===== src/rtl/chop_pkg.sv =====
package chop_pkg;
  typedef struct packed {
    logic loadOff;
    logic loadBlank;
  } chopCtl_t;

  typedef struct packed {
    logic limitHit;
    logic shortHit;
    logic hot;
    logic offBusy;
    logic periodBusy;
    logic blankBusy;
  } chopStat_t;
endpackage


===== src/rtl/chop_timer.sv =====
module chop_timer #(
  parameter int LOAD = 20,
  localparam int W = $clog2(LOAD + 1)
) (
  input  logic clk,
  input  logic rstN,
  input  logic load,
  input  logic tick,
  output logic busy
);
  logic [W-1:0] cnt;

  always_ff @(posedge clk) begin
    if (!rstN) cnt <= '0;
    else if (load) cnt <= W'(LOAD);
    else if (tick && cnt != '0) cnt <= cnt - 1'b1;
  end

  assign busy = (cnt != '0);
endmodule


===== src/rtl/chop_datapath.sv =====
module chop_datapath import chop_pkg::*; #(
  parameter int CUR_W      = 8,
  parameter int TEMP_W     = 8,
  parameter int LIMIT_NOM  = 65,
  parameter int LIMIT_FOLD = 25,
  parameter int TEMP_KNEE  = 200,
  parameter int TEMP_TRIP  = 215,
  parameter int SHORT_HI   = 110,
  parameter int SHORT_LO   = 80,
  parameter int OFF_US     = 20,
  parameter int PERIOD_US  = 50,
  parameter int BLANK_US   = 16
) (
  input  logic              clk,
  input  logic              rstN,
  input  logic              usTick,
  input  logic [CUR_W-1:0]  hiCur,
  input  logic [CUR_W-1:0]  loCur,
  input  logic [TEMP_W-1:0] tempCode,
  input  chopCtl_t          ctl,
  output chopStat_t         stat
);
  localparam int SPAN = TEMP_TRIP - TEMP_KNEE;
  localparam int DROP = LIMIT_NOM - LIMIT_FOLD;
  localparam int PW   = CUR_W + TEMP_W + 1;

  logic [TEMP_W-1:0] deltaT;
  logic [PW-1:0]     product;
  logic [PW-1:0]     stepDown;
  logic [CUR_W-1:0]  limitCode;

  // Foldback: flat below the knee, linear inside the band, clamped above it.
  always_comb begin
    deltaT   = tempCode - TEMP_W'(TEMP_KNEE);
    product  = PW'(DROP) * PW'(deltaT);
    stepDown = product / PW'(SPAN);
    if (tempCode <= TEMP_W'(TEMP_KNEE))
      limitCode = CUR_W'(LIMIT_NOM);
    else if (tempCode >= TEMP_W'(TEMP_TRIP))
      limitCode = CUR_W'(LIMIT_FOLD);
    else
      limitCode = CUR_W'(LIMIT_NOM) - CUR_W'(stepDown);
  end

  assign stat.limitHit = (hiCur >= limitCode) || (loCur >= limitCode);
  assign stat.shortHit = (hiCur > CUR_W'(SHORT_HI)) || (loCur > CUR_W'(SHORT_LO));
  assign stat.hot      = (tempCode >= TEMP_W'(TEMP_TRIP));

  // Three tick-driven windows share one timer shape.
  localparam int NT = 3;
  localparam int LOADS [NT] = '{OFF_US, PERIOD_US, BLANK_US};
  logic [NT-1:0] loadVec;
  logic [NT-1:0] busyVec;
  assign loadVec = {ctl.loadBlank, ctl.loadOff, ctl.loadOff};

  for (genvar i = 0; i < NT; i++) begin : g_timer
    chop_timer #(.LOAD(LOADS[i])) u_tmr (
      .clk (clk),
      .rstN(rstN),
      .load(loadVec[i]),
      .tick(usTick),
      .busy(busyVec[i])
    );
  end

  assign stat.offBusy    = busyVec[0];
  assign stat.periodBusy = busyVec[1];
  assign stat.blankBusy  = busyVec[2];
endmodule


===== src/rtl/chop_control.sv =====
module chop_control import chop_pkg::*; (
  input  logic      clk,
  input  logic      rstN,
  input  logic      edgeStrobe,
  input  chopStat_t stat,
  output chopCtl_t  ctl,
  output logic      shortReq,
  output logic      overTemp
);
  // A chop may only start once both the off time and the period have run out.
  assign ctl.loadOff   = stat.limitHit && !stat.offBusy && !stat.periodBusy;
  assign ctl.loadBlank = edgeStrobe;

  always_ff @(posedge clk) begin
    if (!rstN) begin
      shortReq <= 1'b0;
      overTemp <= 1'b0;
    end else begin
      shortReq <= stat.shortHit && !stat.blankBusy && !edgeStrobe;
      overTemp <= stat.hot;
    end
  end
endmodule


===== src/rtl/chop_limiter.sv =====
module chop_limiter import chop_pkg::*; #(
  parameter int CUR_W      = 8,
  parameter int TEMP_W     = 8,
  parameter int LIMIT_NOM  = 65,
  parameter int LIMIT_FOLD = 25,
  parameter int TEMP_KNEE  = 200,
  parameter int TEMP_TRIP  = 215,
  parameter int SHORT_HI   = 110,
  parameter int SHORT_LO   = 80,
  parameter int OFF_US     = 20,
  parameter int PERIOD_US  = 50,
  parameter int BLANK_US   = 16
) (
  input  logic              clk,
  input  logic              rstN,
  input  logic              usTick,
  input  logic              edgeStrobe,
  input  logic [CUR_W-1:0]  hiCur,
  input  logic [CUR_W-1:0]  loCur,
  input  logic [TEMP_W-1:0] tempCode,
  output logic              chopOff,
  output logic              shortReq,
  output logic              overTemp
);
  chopCtl_t  ctl;
  chopStat_t stat;

  chop_datapath #(
    .CUR_W(CUR_W), .TEMP_W(TEMP_W), .LIMIT_NOM(LIMIT_NOM), .LIMIT_FOLD(LIMIT_FOLD),
    .TEMP_KNEE(TEMP_KNEE), .TEMP_TRIP(TEMP_TRIP), .SHORT_HI(SHORT_HI),
    .SHORT_LO(SHORT_LO), .OFF_US(OFF_US), .PERIOD_US(PERIOD_US), .BLANK_US(BLANK_US)
  ) u_dp (
    .clk(clk), .rstN(rstN), .usTick(usTick), .hiCur(hiCur), .loCur(loCur),
    .tempCode(tempCode), .ctl(ctl), .stat(stat)
  );

  chop_control u_ctl (
    .clk(clk), .rstN(rstN), .edgeStrobe(edgeStrobe), .stat(stat),
    .ctl(ctl), .shortReq(shortReq), .overTemp(overTemp)
  );

  assign chopOff = stat.offBusy;
endmodule


===== config.mk =====
export PLATFORM = sky130hd
export DESIGN_NAME = chop_limiter
export DESIGN_NICKNAME = d
export VERILOG_FILES = /design/src/rtl/chop_pkg.sv /design/src/rtl/chop_timer.sv /design/src/rtl/chop_datapath.sv /design/src/rtl/chop_control.sv /design/src/rtl/chop_limiter.sv
export SDC_FILE = /design/constraint.sdc
export NUM_CORES = 1
export LEC_CHECK = 0
export ABC_CLOCK_PERIOD_IN_PS = 13100
export CAP_MARGIN = 20
export CORE_MARGIN = 4
export CORE_UTILIZATION = 60
export CTS_BUF_LIST = sky130_fd_sc_hd__clkbuf_8
export DETAILED_ROUTE_END_ITERATION = 7
export GPL_ROUTABILITY_DRIVEN = 0
export PLACE_DENSITY = 0.9
export SLEW_MARGIN = 10
export SYNTH_ARGS = -nofsm -noshare
export SYNTH_HDL_FRONTEND = slang
export SYNTH_HIERARCHICAL = 1
export SYNTH_SLANG_ARGS = --single-unit

===== constraint.sdc =====
create_clock -name clk -period 13.1 [get_ports clk]
set_clock_uncertainty 0.2 [all_clocks]
set_input_delay 2.62 -clock clk [delete_from_list [all_inputs] [get_ports clk]]
set_output_delay 2.62 -clock clk [all_outputs]
set_load 0.01 [all_outputs]

* After elaboration in Yosys (flattened, before gate mapping)
Cells that the tools add are included.
** Word-level totals
- Register bits after elaboration :: 18
- Input bits :: 28
- Output and inout port bits :: 3
- Logic and storage cells :: 51
** Cells by class
- $add $sub $neg :: 5
- $mul :: 1
- Div/mod/pow operators :: 1
- Order comparisons :: 6
- Muxes and demuxes :: 8
- Bitwise logic cells :: 1
- Reductions and logical operators :: 21
** Operator list (number)
- 5-bit 2-to-1 mux :: 4
- 14-bit by 4-bit divider with 17-bit output (second input constant) :: 1
- 8-bit greater-or-equal comparator :: 2
- 8-bit by 7-bit greater-than comparator with 1-bit output (second input constant) :: 2
- 8-bit 2-to-1 mux :: 2
- 6-bit 2-to-1 mux :: 2
- 3-bit by 8-bit multiplier with 11-bit output (first input constant) :: 1
- 5-bit nonzero test :: 2
- 5-bit by 1-bit subtractor with 5-bit output (second input constant) :: 2
- 8-bit greater-or-equal comparator (second input constant) :: 1
- 8-bit less-or-equal comparator (second input constant) :: 1
- 7-bit by 8-bit subtractor with 8-bit output (first input constant) :: 1
- 8-bit subtractor (second input constant) :: 1
- 1-bit logical AND :: 7
- 2-bit nonzero test :: 3
- 6-bit nonzero test :: 1
- 6-bit by 1-bit subtractor with 6-bit output (second input constant) :: 1
- 1-bit logical NOT :: 4
- 2-bit OR reduction :: 2
- 1-bit logical OR :: 2
- 1-bit inverter :: 1

* Logic depth before layout (Yosys ltp)
Gate-level depths: netlist of run 1.
- Depth in word-level cells :: 11
- Gate-level depth with buffers :: 47
- Mapped depth without buffers :: 45

* Hierarchy
The synthesis of run 1 kept the hierarchy.
** By module, submodules not included
- chop_datapath :: times used 1, cells an instance 288, area an instance 2193.4 um2, seq. area each 0.0 um2
- chop_timer (u_dp.g_timer[1].u_tmr) :: times used 1, cells an instance 38, area an instance 329.1 um2, seq. area each 120.1 um2
- chop_timer (u_dp.g_timer[0].u_tmr) :: times used 1, cells an instance 30, area an instance 275.3 um2, seq. area each 100.1 um2
- chop_timer (u_dp.g_timer[2].u_tmr) :: times used 1, cells an instance 27, area an instance 261.5 um2, seq. area each 100.1 um2
- chop_control :: times used 1, cells an instance 6, area an instance 73.8 um2, seq. area each 40.0 um2

* Worst setup path before layout of run 1
OpenSTA, ideal clock, no wires.
- Path type :: in2reg
- From :: in tempCode[3]
- To :: reg u_dp.g_timer[0].u_tmr.cnt[3]
- Library setup time :: 123 ps
- Arrival time :: 10636 ps
- Data required time :: 12777 ps
- Path slack :: 2141 ps
- Stages on the path :: 46
- Path buffers :: 1
- Cell sequence :: inv_1 ha_1 nand2b_1 and3b_1 nor2_1 clkinv_1 ha_1 ha_1 nand2_2 o31ai_4 xor2_2 nand3_1 mux2_2 o31ai_4 and2b_4 o211ai_1 or3_1 buf_2 (+10 left out) nand2_1 o311ai_1 o31ai_2 ha_1 nand2b_1 a21o_1 a21oi_1 nor2b_1 o21ai_0 nand2b_1 a21oi_1 nor2b_1 o21ai_0 nand3_1 nor3b_1 nand2b_1 nor2_1 mux2_1
** RTL lines
- start, declared :: RTL line chop_limiter.sv:20 : input logic [TEMP_W-1:0] tempCode,
- end signal, assigned :: RTL line chop_timer.sv:15 : else if (load) cnt <= W'(LOAD);
- end signal, assigned :: RTL line chop_timer.sv:16 : else if (tick && cnt != '0) cnt <= cnt - 1'b1;
- end, declared :: RTL line chop_timer.sv:11 : logic [W-1:0] cnt;

==> results of run 1 <==
power groups by stage:
stage | combinational, mW | sequential (mW) | clock (mW)
4_1_cts | 0.712 | 0.0847 | 0.0471
3_3_place_gp | 0.682 | 0.0852 | 0
6_report | 0.722 | 0.0850 | 0.0467
3_5_place_dp | 0.706 | 0.0857 | 0
2_1_floorplan | 0.590 | 0.0825 | 0
5_1_grt | 0.801 | 0.0873 | 0.0492
flip-flops by register name, indices dropped and copies added (netlist names):
name,flops
u_ctl/shortReq,1
u_dp/g_timer.u_tmr/cnt,16
u_ctl/overTemp,1
placed cells by master (no fill, tap or decap), drive strengths merged, types with 6 or more instances in the layout:
| cell type | instances |
|---|---|
| mux2 | 6 |
| inv | 21 |
| o21ai | 20 |
| a21oi | 28 |
| ha | 33 |
| dfxtp | 18 |
| o31ai | 7 |
| nor2 | 29 |
| xor2 | 7 |
| nor3 | 11 |
| nand2b | 13 |
| a211oi | 7 |
| nand2 | 34 |
| nand3 | 16 |
| nor2b | 6 |
| clkdlybuf4s50 | 30 |
| a21o | 6 |
| xnor2 | 6 |
metal layers:
| metal | vias to the layer above | GRT usage | routed length, um |
|---|---|---|---|
| met5 | - | 0 | 0 |
| met4 | 0 | 0.0642 | 80 |
| met3 | 9 | 0.0224 | 383 |
| met2 | 98 | 0.397 | 3520 |
| met1 | 1404 | 0.296 | 3150 |
| li1 | 1528 | - | - |
per-stage QoR:
step / area [um^2] / util
final: 3500 / 0.690
after global routing: 3500 / 0.690
after CTS: 3500 / 0.689
after detailed placement: 3440 / 0.679
after global placement: 3440 / 0.679
after floorplan: 3130 / -
final timing paths:
check / startpoint / end / slack (ps) / cells past startpoint
setup / recovery: tempCode[3] / u_dp/g_timer[0].u_tmr/cnt[3]$_SDFFE_PP0P_ / 930 / 46
hold / removal: u_dp/g_timer[2].u_tmr/cnt[2]$_SDFFE_PP0P_ / u_dp/g_timer[2].u_tmr/cnt[2]$_SDFFE_PP0P_ / 310 / 2
setup reg to reg: u_dp/g_timer[0].u_tmr/cnt[0]$_SDFFE_PP0P_ / u_dp/g_timer[0].u_tmr/cnt[3]$_SDFFE_PP0P_ / 10550 / 7
hold reg to reg: u_dp/g_timer[2].u_tmr/cnt[2]$_SDFFE_PP0P_ / u_dp/g_timer[2].u_tmr/cnt[2]$_SDFFE_PP0P_ / 310 / 2
worst min-delay path, cell delays in order (launching register included):
cell	delay (ps)
dfxtp_1	350
nand2_1	70
a21oi_1	50
kinds of logic (layout without fill, tap and decap cells):
family,Yosys count,in the layout,synth area share
buffers and inverters,34,56,0.0511
AND/OR/NAND/NOR,150,150,0.273
multiplexers,9,9,0.0347
flip-flops,18,18,0.115
XOR/XNOR,14,14,0.0519
AO/OA/AOI/OAI,128,128,0.329
adder cells (fa/ha/maj),36,36,0.145
area by class of cell:
| type | instances | area, um^2 | share of cell area |
|---|---|---|---|
| Clock buffer | 4 | 55.1 | 0.0157 |
| Inverter | 22 | 82.6 | 0.0236 |
| Multi-Input combinational cell | 337 | 2620 | 0.747 |
| Sequential cell | 18 | 360 | 0.103 |
| Tap cell | 70 | 87.6 | 0.0250 |
| Timing Repair Buffer | 30 | 300 | 0.0857 |
timing repair:
action | CTS | global route
resized for setup | 0 | 1
endpoints found under the setup margin | 0 | 2
hold endpoints to repair | 0 | 0
==> out/metrics.csv, run 1 <==
stage,metric,value,unit
layout,P&R area growth vs syn,11.8,%
sta,"Setup violations, final",0,
die,IO Pins,31,
grt,GRT Util Overall,0.228,
outcome,status,finished clean,
logic_synthesis,Mapped Area,3130,um^2
pwr,Clk pwr share,0.055,
layout,Nets,474,
die,row count,26,
logic_synthesis,Synth cell types,93,
detailed_routing,DRT Pass-1 Iters,5,
sta,hold_ws,313,ps
detailed_routing,post-route ant nets,0,
die,die area,6440,um^2
pwr,pwr/cell area,244,nW/um^2
critical_path,worst stage delay on the critical path,540,ps
pwr,Int Power,0.397,mW
logic_synthesis,Mapped Cells,389,
pwr,sequential share of power,0.100,
sta,Final Hold Viols,0,
sta,achievable clock frequency,82.1,MHz
critical_path,CP startpoint kind,input port,
logic_synthesis,sequential area share after synthesis,0.115,
sta,Final TNS setup,0,ps
detailed_routing,wire per inst,14.8,um
clock_tree,clock slew at reported path FFs,70,ps
sta,RSZ-0062 raised after global routing,no,
sta,Worst Tran Pin Value,694,ps
grt,pin count of the biggest net entering global routing,17,
detailed_routing,DRT iter0 DRCs,137,
placed_design,dpl cells,477,
critical_path,CP max stage cell,clkdlybuf4s50_1,
critical_path,worst path required time,13050,ps
sta,max_slew headroom,0.538,
pwr,static leakage,1.39,nW
die,die width,80.3,um
logic_synthesis,Async SR Flop Fraction,0,
clock_tree,CTS tree,yes,
logic_synthesis,most instantiated cells after synthesis,"33 x ha_1, 31 x nand2_1, 29 x nor2_1",
worst_hold_path,Hold Crit Class,flip-flop to flip-flop,
clock_tree,worst-skew pair later-pin latency,260,ps
grt,remaining global-route overflow,0,
placed_design,port bufs,30,
flow_run,Max Cap Viol,0,
grt,initial antenna violation count,0,
clock_tree,clk root buf,clkbuf_8,
die,die height,80.3,um
logic_synthesis,syn_area_per_cell,8.05,um^2
placed_design,minimum setup slack after placement,491,ps
sta,Final WS setup,925,ps
critical_path,Buf/Inv on CP,3,
critical_path,Worst Path Arrival,12130,ps
clock_tree,Hold Buf Count CTS,0,
logic_synthesis,Ys Warns,6,
grt,first-pass GRT wire length,12300,um
pwr,maximum VDD drop,254,uV
logic_synthesis,Post-synth EDFFs,0,
sta,fin crit period,12170,ps
sta,period utilisation layout,0.929,
pwr,Tot Pwr,0.854,mW
layout,antenna cells,0,
pwr,Sw Ratio,0.535,
clock_tree,Num CTS Buffers,3,
logic_synthesis,largest area contributor in the netlist,ha_1,
critical_path,crit path max fanout,8,
clock_tree,setup bufs post-CTS,0,
clock_tree,H-tree Lvls,1,
logic_synthesis,Area contributors post-synth,"ha_1 13%, dfxtp_1 12%, nand2_1 3.7%",
sta,max-slew violations,0,
pwr,sw power,0.457,mW
detailed_routing,Total Wirelength,7130,um
layout,ratio of cells with drive above 1 in the final layout,0.134,
clock_tree,CTS Sinks,18,
detailed_routing,routed via count,3039,
logic_synthesis,ys flop type,dfxtp_1,
detailed_routing,drc violations,0,
layout,Filler cells,420,
critical_path,cell family with most CP delay,simple AND/OR/NAND/NOR gates,
logic_synthesis,"count leader, synth",ha_1,
critical_path,Setup CP Type,input port to flip-flop,
logic_synthesis,Seq cells post-synth,18,
layout,final std cells w/o fill,481,
grt,vias in the first global route,2796,
pwr,Gate power share,0.846,
placed_design,DP HPWL,5730,um
logic_synthesis,area share of the largest cell type after synthesis,0.132,
detailed_routing,DR vias/cell,6.32,
die,area of the core,5070,um^2
clock_tree,CTS Buffer Depth,2,
logic_synthesis,Syn Nets,451,
critical_path,CP Capture Type,flip-flop,
die,starting density of the core,0.617,
No activity file was read; power rests on OpenSTA's default activity.
==> run 2: changes to the inputs <==
Settings changed: SLEW_MARGIN 10 to 20.
==> results of run 2 <==
Same layout as run 1: the final DEF is identical, and so are final timing and power.
==> run 3: changes to the inputs <==
Settings changed: CORE_UTILIZATION 60 to 32, PLACE_DENSITY 0.9 to 0.57.
==> run 3 against run 2 <==
Critical path depth up 1. Die area up 78%. First-iteration DRC count up 22%. Via count down 3.8%. Sequential share of layout area down 0.22 points. Register-to-register slack worse by 60 ps. Routed wire length down 0.31%. Hold slack worse by 2.2 ps. Flip-flop and latch count unchanged. Cell area up 2.2%. Global-route usage down 10 points.
==> out/metrics.csv, run 3 (same netlist as run 1, synthesis figures left out) <==
stage,metric,value,unit,change
outcome,status,finished clean,,unchanged
sta,Final TNS setup,0,ps,unchanged
pwr,maximum VDD drop,189,uV,was 254 uV
clock_tree,setup bufs post-CTS,0,,unchanged
grt,initial antenna violation count,0,,unchanged
clock_tree,worst-skew pair later-pin latency,250,ps,was 260 ps
layout,"Most flops, register",u_dp/g_timer.u_tmr/cnt,,unchanged
critical_path,CP Capture Type,flip-flop,,unchanged
detailed_routing,post-route ant nets,0,,unchanged
critical_path,"most used cell, CP",ha_1,,
placed_design,minimum setup slack after placement,678,ps,was 491 ps
sta,fin crit period,12190,ps,was 12170 ps
sta,Final WS setup,905,ps,was 925 ps
layout,P&R area growth vs syn,14.3,%,was 11.8%
layout,register area,360,um^2,unchanged
grt,vias in the first global route,2715,,was 2796
die,die height,107,um,was 80.3 um
sta,max-slew violations,0,,unchanged
grt,first-pass GRT wire length,12200,um,was 12300 um
layout,ratio of cells with drive above 1 in the final layout,0.133,,was 0.134
clock_tree,clk root buf,clkbuf_8,,unchanged
layout,"most common cell after layout, fill and taps aside",ha_1,,unchanged
critical_path,CP startpoint kind,input port,,unchanged
die,starting density of the core,0.334,,was 0.617
die,die width,107,um,was 80.3 um
worst_hold_path,Hold Crit Class,flip-flop to flip-flop,,unchanged
flow_run,Max Cap Viol,0,,unchanged
sta,Final Hold Viols,0,,unchanged
critical_path,worst path required time,13040,ps,was 13050 ps
layout,largest registers,"u_dp/g_timer.u_tmr/cnt: 16 flops, u_ctl/overTemp: 1 flops, u_ctl/shortReq: 1 flops",,unchanged
grt,remaining global-route overflow,0,,unchanged
sta,"Setup violations, final",0,,unchanged
layout,antenna cells,0,,unchanged
grt,gr busiest metal,met2,,unchanged
grt,met1 Use GR,0.170,,was 0.296
grt,pin count of the biggest net entering global routing,17,,unchanged
clock_tree,CTS Buffer Depth,2,,unchanged
critical_path,Worst Path Arrival,12140,ps,was 12130 ps
sta,Worst Tran Pin Value,659,ps,was 694 ps
detailed_routing,routed via count,2923,,was 3039
layout,Finished Core Util,0.382,,was 0.690
critical_path,CP max stage cell,clkdlybuf4s50_1,,unchanged
placed_design,DP HPWL,5860,um,was 5730 um
sta,achievable clock frequency,82.0,MHz,was 82.1 MHz
die,IO Pins,31,,unchanged
layout,Filler cells,1010,,was 420
layout,Nets,475,,was 474
clock_tree,H-tree Lvls,1,,unchanged
clock_tree,CTS Sinks,18,,unchanged
clock_tree,Num CTS Buffers,3,,unchanged
clock_tree,Hold Buf Count CTS,0,,unchanged
die,row count,35,,was 26
critical_path,worst stage delay on the critical path,540,ps,about the same
detailed_routing,DR vias/cell,5.40,,was 6.32
grt,GR Util met3,0.00903,,was 0.0224
detailed_routing,DRT iter0 DRCs,167,,was 137
clock_tree,clock slew at reported path FFs,70,ps,about the same
layout,number of flip-flops in the largest register,16,,unchanged
die,area of the core,9370,um^2,was 5070 um^2
clock_tree,Post-CTS Resized,0,,unchanged
detailed_routing,drc violations,0,,unchanged
die,die area,11400,um^2,was 6440 um^2
layout,area of the multi-input gates,2610,um^2,was 2620 um^2
pwr,static leakage,1.39,nW,about the same
detailed_routing,Total Wirelength,7110,um,was 7130 um
critical_path,crit path max fanout,8,,unchanged
placed_design,port bufs,30,,unchanged
layout,"commonest non-fill, non-tap cells in the layout","33 x ha_1, 31 x nand2_1, 30 x clkdlybuf4s50_1, 29 x nor2_1, 23 x a21oi_1",,unchanged
sta,period utilisation layout,0.931,,was 0.929
detailed_routing,wire per inst,13.1,um,was 14.8 um
clock_tree,CTS tree,yes,,unchanged
critical_path,Setup CP Type,input port to flip-flop,,unchanged
pwr,pwr/cell area,236,nW/um^2,was 244 nW/um^2
sta,RSZ-0062 raised after global routing,no,,unchanged
grt,GRT Util Overall,0.123,,was 0.228
detailed_routing,DRT Pass-1 Iters,4,,was 5
sta,max_slew headroom,0.557,,was 0.538
grt,met2 Usage GRT,0.213,,was 0.397
-- run 3: changes by cell type in the layout (fill, tap and decap cells not counted) --
cell,change
buf_4,+1
nor3b_1,+1
nor3b_2,-1
-- run 3: per-layer routing --
metal	wire length, um	vias up	part of all wire
li1	-	1530	-
met1	3530	1339	0.50
met2	3380	52	0.48
met3	176	2	0.025
met4	21	0	0.0030
met5	0	-	0
-- run 3: report_power, final --
| part | switching [mW] | internal, mW |
|---|---|---|
| registers | 0.0150 | 0.0701 |
| logic | 0.413 | 0.301 |
| clock network | 0.0181 | 0.0267 |
-- run 3: final timing paths --
check	from	end	slack, ps	cells past startpoint
setup / recovery	tempCode[3]	u_dp/g_timer[1].u_tmr/cnt[1]$_SDFFE_PN0P_	910	47
hold / removal	u_dp/g_timer[2].u_tmr/cnt[2]$_SDFFE_PP0P_	u_dp/g_timer[2].u_tmr/cnt[2]$_SDFFE_PP0P_	310	2
setup reg to reg	u_dp/g_timer[0].u_tmr/cnt[0]$_SDFFE_PP0P_	u_dp/g_timer[0].u_tmr/cnt[3]$_SDFFE_PP0P_	10490	7
hold reg to reg	u_dp/g_timer[2].u_tmr/cnt[2]$_SDFFE_PP0P_	u_dp/g_timer[2].u_tmr/cnt[2]$_SDFFE_PP0P_	310	2
-- run 3: area by class of cell --
class	count	area share
clock buffers	4	0.0154
inverters	22	0.0231
repair buffers	31	0.0860
multi-input cells	337	0.730
well taps	129	0.0451
flip-flops and latches	18	0.101
-- run 3: per-stage QoR --
stage / hold slack (ps) / area, um^2 / total power [mW] / instances
6_report: 311 / 3580 / 0.843 / 541
5_1_grt: 320 / 3580 / 0.936 / 541
4_1_cts: 309 / 3580 / 0.846 / 541
3_5_place_dp: 295 / 3520 / 0.795 / 537
3_3_place_gp: 290 / 3520 / 0.792 / 537
2_1_floorplan: 270 / 3130 / 0.672 / 389
-- run 3: worst max-delay path: cells and delay by family --
family	cells	cell delay, ps
buf+inv	4	1060
compound gates	16	2990
simple gates	17	2450
fa+ha+maj	6	1790
xor+xnor	2	440
mux	2	770
